[src/rtl/strap_pkg.sv]
package strap_pkg;

    localparam int ADDR_W  = 4;
    localparam int N_FLAGS = 7;
    localparam int N_PINS  = ADDR_W + N_FLAGS;

    // Pad positions of the single-bit straps
    localparam int IX_XOVER = ADDR_W;
    localparam int IX_HIZ   = ADDR_W + 1;
    localparam int IX_FULL  = ADDR_W + 2;
    localparam int IX_RMII  = ADDR_W + 3;
    localparam int IX_ANEG  = ADDR_W + 4;
    localparam int IX_REP   = ADDR_W + 5;
    localparam int IX_SPD   = ADDR_W + 6;

    typedef enum logic {
        PH_STRAP = 1'b0,
        PH_RUN   = 1'b1
    } pad_phase_e;

    typedef struct packed {
        logic [ADDR_W-1:0] addr;
        logic              xover_en;
        logic              rx_hiz_en;
        logic              rmii_sel;
        logic              aneg_en;
        logic              repeater;
        logic              force_100;
        logic              force_full;
    } strap_cfg_t;

    function automatic logic [N_PINS-1:0] default_straps();
        logic [N_PINS-1:0] v;
        v           = '0;
        v[IX_XOVER] = 1'b1;
        v[IX_FULL]  = 1'b1;
        v[IX_ANEG]  = 1'b1;
        v[IX_SPD]   = 1'b1;
        return v;
    endfunction

    localparam logic [N_PINS-1:0] STRAP_DEFAULT = default_straps();

    function automatic strap_cfg_t decode_straps(input logic [N_PINS-1:0] s);
        strap_cfg_t c;
        c.addr       = s[ADDR_W-1:0];
        c.xover_en   = s[IX_XOVER];
        c.rx_hiz_en  = s[IX_HIZ];
        c.rmii_sel   = s[IX_RMII];
        c.aneg_en    = s[IX_ANEG];
        c.repeater   = s[IX_REP];
        c.force_100  = s[IX_SPD];
        c.force_full = s[IX_FULL];
        return c;
    endfunction

endpackage

[src/rtl/strap_capture.sv]
module strap_capture
    import strap_pkg::*;
(
    input  logic              clk,
    input  logic              rst,
    input  logic [N_PINS-1:0] pad_in,
    output logic [N_PINS-1:0] strap_q,
    output pad_phase_e        phase
);

    always_ff @(posedge clk) begin
        if (rst) begin
            phase   <= PH_STRAP;
            strap_q <= STRAP_DEFAULT;
        end else if (phase == PH_STRAP) begin
            strap_q <= pad_in;
            phase   <= PH_RUN;
        end
    end

endmodule

[src/rtl/strap_pad_ctrl.sv]
module strap_pad_ctrl
    import strap_pkg::*;
(
    input  logic              clk,
    input  logic              rst,
    input  logic              captured,
    input  logic [N_PINS-1:0] run_data,
    output logic [N_PINS-1:0] pad_out,
    output logic [N_PINS-1:0] pad_oe
);

    logic drive_q;

    always_ff @(posedge clk) begin
        if (rst) drive_q <= 1'b0;
        else     drive_q <= captured;
    end

    for (genvar g = 0; g < N_PINS; g++) begin : g_pad
        assign pad_oe[g]  = drive_q;
        assign pad_out[g] = drive_q & run_data[g];
    end

endmodule

[src/rtl/strap_cfg_resolve.sv]
module strap_cfg_resolve
    import strap_pkg::*;
(
    input  logic [N_PINS-1:0] strap_q,
    input  logic              an_speed100,
    input  logic              an_full,
    output strap_cfg_t        cfg,
    output logic              eff_speed100,
    output logic              eff_full
);

    always_comb begin
        cfg          = decode_straps(strap_q);
        eff_speed100 = cfg.aneg_en ? an_speed100 : cfg.force_100;
        eff_full     = cfg.aneg_en ? an_full     : cfg.force_full;
    end

endmodule

[src/rtl/strap_latch_top.sv]
module strap_latch_top
    import strap_pkg::*;
(
    input  logic              clk,
    input  logic              rst,
    input  logic [N_PINS-1:0] pad_in,
    input  logic [N_PINS-1:0] run_data,
    input  logic              an_speed100,
    input  logic              an_full,
    output logic [N_PINS-1:0] pad_out,
    output logic [N_PINS-1:0] pad_oe,
    output logic [ADDR_W-1:0] mgmt_addr,
    output logic              xover_auto_en,
    output logic              rx_hiz_en,
    output logic              rmii_sel,
    output logic              autoneg_en,
    output logic              repeater_mode,
    output logic              eff_speed100,
    output logic              eff_full
);

    logic [N_PINS-1:0] strap_q;
    pad_phase_e        phase;
    logic              strap_done;
    strap_cfg_t        cfg;

    strap_capture u_capture (
        .clk     (clk),
        .rst     (rst),
        .pad_in  (pad_in),
        .strap_q (strap_q),
        .phase   (phase)
    );

    assign strap_done = (phase == PH_RUN);

    strap_pad_ctrl u_pads (
        .clk      (clk),
        .rst      (rst),
        .captured (strap_done),
        .run_data (run_data),
        .pad_out  (pad_out),
        .pad_oe   (pad_oe)
    );

    strap_cfg_resolve u_resolve (
        .strap_q      (strap_q),
        .an_speed100  (an_speed100),
        .an_full      (an_full),
        .cfg          (cfg),
        .eff_speed100 (eff_speed100),
        .eff_full     (eff_full)
    );

    assign mgmt_addr     = cfg.addr;
    assign xover_auto_en = cfg.xover_en;
    assign rx_hiz_en     = cfg.rx_hiz_en;
    assign rmii_sel      = cfg.rmii_sel;
    assign autoneg_en    = cfg.aneg_en;
    assign repeater_mode = cfg.repeater;

endmodule

[config.mk]
export PLATFORM = sky130hd
export DESIGN_NAME = strap_latch_top
export DESIGN_NICKNAME = d
export VERILOG_FILES = /design/src/rtl/strap_pkg.sv /design/src/rtl/strap_capture.sv /design/src/rtl/strap_pad_ctrl.sv /design/src/rtl/strap_cfg_resolve.sv /design/src/rtl/strap_latch_top.sv
export SDC_FILE = /design/constraint.sdc
export NUM_CORES = 1
export LEC_CHECK = 0
export ABC_CLOCK_PERIOD_IN_PS = 1300
export BUFFER_PORTS_ARGS = -buffer_cell sky130_fd_sc_hd__buf_2
export CAP_MARGIN = 10
export CORE_MARGIN = 2
export CORE_UTILIZATION = 35
export DETAILED_ROUTE_END_ITERATION = 6
export GPL_ROUTABILITY_DRIVEN = 0
export PLACE_DENSITY = 0.79
export REMOVE_ABC_BUFFERS = 1
export SYNTH_ARGS = -nofsm -noshare
export SYNTH_HDL_FRONTEND = slang
export SYNTH_SLANG_ARGS = --single-unit
[constraint.sdc]
create_clock -name clk -period 1.3 [get_ports clk]
set_clock_uncertainty 0.1 [all_clocks]
set_input_delay 0.13 -clock clk [delete_from_list [all_inputs] [get_ports clk]]
set_output_delay 0.13 -clock clk [all_outputs]
set_load 0.01 [all_outputs]
== Yosys cells after proc, flatten, opt, wreduce, memory -nomap -nowiden ==
Index checks and enable logic that the tools add are counted.
Cells by class
  bitwise logic cells: 11
  multiplexer cells: 3
Operators with widths (number)
  $and 1x1->1: 11
  $mux 1: 3
Storage, ports and cells
  word-level logic and storage cells: 17
  register bits: 13
  output and inout bits: 33

== Logic depth before layout (Yosys ltp) ==
  depth after elaboration: 1
  depth in mapped cells: 3
  mapped depth without buffers: 2

== Cells and area by module ==
A second synthesis with hierarchy kept.
Unflattened totals
  cells, all modules: 75
  area, all modules: 705.7 µm²
By module, submodules not included
  strap_capture: area each 411.6 µm², times used 1, cells each 37
  strap_pad_ctrl: area each 188.9 µm², times used 1, cells each 25
  strap_cfg_resolve: area each 105.1 µm², times used 1, cells each 13

== Worst setup path before layout ==
No wires, ideal clock.
  path kind: reg2out
  from: reg u_pads.drive_q
  to: out pad_out[10]
  buffers on the path: 1
  path slack: 178 ps
  stages on the path, launching flop included: 3
  data arrival time: 892 ps
  path through: dfxtp_1 clkbuf_1 and2_1
Between the ends
  word-level cells in the longest chain between the ends: 1
RTL lines
  from (decl): RTL line strap_pad_ctrl.sv:12  | logic drive_q;
  from (signal assigned): RTL line strap_pad_ctrl.sv:16  | else drive_q <= captured;
  $and 1x1->1: RTL line strap_pad_ctrl.sv:21  | assign pad_out[g] = drive_q & run_data[g];
  to (decl): RTL line strap_latch_top.sv:10  | output logic [N_PINS-1:0] pad_out,
No other way between the ends.

== Worst setup path after layout ==
  from: reg u_capture.strap_q[8]
  to: out eff_speed100
Between the ends
  word-level cells in the longest chain between the ends: 1
RTL lines
  from (decl): RTL line strap_capture.sv:7  | output logic [N_PINS-1:0] strap_q,
  from (signal assigned): RTL line strap_capture.sv:16  | strap_q <= pad_in;
  $mux 1: RTL line strap_cfg_resolve.sv:14  | eff_speed100 = cfg.aneg_en ? an_speed100 : cfg.force_100;
  to (decl): RTL line strap_latch_top.sv:18  | output logic eff_speed100,
No other way between the ends.

==> metrics <==
status=finished, violations left; failing checks=setup timing; Setup violations, final=2; Tcrit/Tclk final=1.00; Multi-input gate area=approximately 260 um^2; top-area cell type share of the netlist area=0.403; Die X=approximately 47 um; post-synthesis sequential area ratio=0.403; Post-DRT Antenna Nets=0; syn_area_per_cell=between 9 and 10 um^2; num ports=59; max-cap viol count=0; Hold WC Path Type=in -> reg; Iter 0 DRT Violations=4; final instance area=a little over 1000 um^2; final setup TNS=-0.00331 ns; detailed-route via count=around 600; CTS Buffer Depth=2; initial antenna violation count=0; nets=between 150 and 200; library cells used by synthesis=12; PD cells=roughly 890 nW/um^2; routed length per placed instance=between 10 and 15 um; share of layout cells above drive strength 1=0.536; flop2flop setup slack=roughly 0.22 ns; row cnt=15; FMAX=768 MHz; # diodes=0; grt ovf=0; Crit Reg-Reg Endpoint=u_capture.strap_q[7]; Max VDD drop=approximately 0.55 mV; R2R cell count=3; worst-margin pin slew=between 0.1 and 0.15 ns; critical path class=reg -> out; RSZ-0062 raised after global routing=yes; Die Area=~2200 um^2; global-route wire length before repair=between 2000 and 2500 um; height of the die=47.0 um; Placed Area=850 um^2; CORE AREA=~1700 um^2; worst r2r src=u_capture.phase; CTS Root Buffer Type=clkbuf_4; Min-Delay Path Depth=2; Worst EP required=roughly 1.1 ns; Seq. cell area=between 200 and 300 um^2; Clock Latency Late Sink=roughly 0.27 ns; crit end category=output port; post-DP HPWL=~1100 um; Tmin final=1.30 ns; Area Growth Syn to Fin=57.0%; routed vias/inst=4.07; Buffers on Ports=58; Hold EP=u_pads.drive_q; fill count=158; final hold vios=0; largest cells by area after synthesis=dfxtp_1 (40%), buf_4 (17%), mux2i_1 (17%); clock-pin slew on the worst setup and hold paths=0.08 ns; CP arrival=roughly 1.1 ns; H-Tree Depth=1; hold path startpoint=rst; Routed WL=1570 um; static leakage=between 0.5 and 0.6 nW; max-slew violation count=0; DRC viols=0; initial core utilization=0.374; Global Route Usage Sum=0.140; clock tree from TritonCTS=yes; Setup Fix Bufs, Post-CTS=0; post-route setup slack=-0.00247 ns; Crit Path Max Fanout=4; Synth warnings=0; Max transition margin=0.901; Synth area leader=dfxtp_1; #FFs+latches synth=13; clk sinks=13; Cells after Synth=just under 70; largest net degree at the start of global routing=23; Mapped Area=646 um^2; first-pass iteration count of the detailed router=3; vias in the first global route=~520; startpoint types=flip-flop; Num CTS Buffers=3; hold slack=roughly 0.028 ns
[kinds of logic after synthesis]
family                 after synthesis  share of synthesized area
muxes                               13                      0.205
and+or+nand+nor                     23                      0.180
DFF                                 13                      0.403
buffers and inverters               19                      0.211
[routing by layer]
metal  GRT usage  wire (um)
met5           0          0
met4      0.0889          4
met3      0.0269        158
met2       0.263        752
met1       0.138        654
[worst max-delay path by stage]
stage	slack (ns)	end	depth (start not counted)	start
floorplan	-0.31	pad_out[10]	1	u_pads.drive_q
global placement	0.22	pad_out[7]	2	u_pads.drive_q
detailed placement	0.17	pad_out[4]	2	u_pads.drive_q
CTS	-0.05	eff_speed100	2	u_capture.strap_q[8]
global route	-0.04	eff_speed100	2	u_capture.strap_q[8]
finish	-0.002	eff_speed100	2	u_capture.strap_q[8]
[synthesized netlist by cell type]
| master | count |
|---|---|
| mux2_2 | 2 |
| clkbuf_1 | 1 |
| buf_2 | 1 |
| buf_6 | 1 |
| inv_1 | 1 |
| dfxtp_1 | 13 |
| and2_1 | 11 |
| nor2b_1 | 1 |
| nor2_1 | 7 |
| buf_4 | 15 |
| nand2_1 | 4 |
| mux2i_1 | 11 |
[stage by stage]
stage / std cells / total power, mW / util / setup WS (ns)
6_report: 150 / 0.903 / 0.587 / -0.00247
5_1_grt: 150 / 0.959 / 0.587 / -0.0447
4_1_cts: 150 / 0.912 / 0.580 / -0.0485
3_5_place_dp: 135 / 0.628 / 0.492 / 0.168
3_3_place_gp: 135 / 0.622 / 0.492 / 0.223
2_1_floorplan: 50 / 0.528 / - / -0.308
[sequential cells by signal, summed over array words and instances, names as in the netlist]
register	flops
u_pads.drive_q	1
u_capture.phase	1
u_capture.strap_q	11
[layout by cell type (no fill, tap or decap)]
cell,instances
dfxtp_4,2
nor2_1,7
buf_2,56
nor2b_1,1
and2_1,11
nand2_1,4
mux2_4,2
dfxtp_1,11
clkbuf_4,3
buf_4,2
clkbuf_1,1
inv_1,1
mux2i_1,11
dlygate4sd3_1,11
buf_6,2
[worst max-delay path: stages, from the launching register on]
cell     delay, ns
dfxtp_4       0.38
mux2_4        0.30
buf_6         0.12
[cell type report]
class,count,area share
well taps,25,0.0309
clock buffers,4,0.0259
multi-input cells,36,0.253
flip-flops and latches,13,0.264
inverters,1,0.00370
repair buffers,71,0.422
[power by group]
part | internal [mW] | total [mW] | switching, mW
Combinational | 0.126 | 0.213 | 0.0875
Sequential | 0.420 | 0.440 | 0.0200
Clock | 0.119 | 0.249 | 0.130
Total | 0.665 | 0.903 | 0.237
[timing repair]
action,in CTS,in global routing
endpoints found under the setup margin,24,13
hold buffers,11,0
cloned,0,0
gates resized for setup,4,4
endpoints found under the hold margin,11,0
Power figures use the tool's default switching activity.
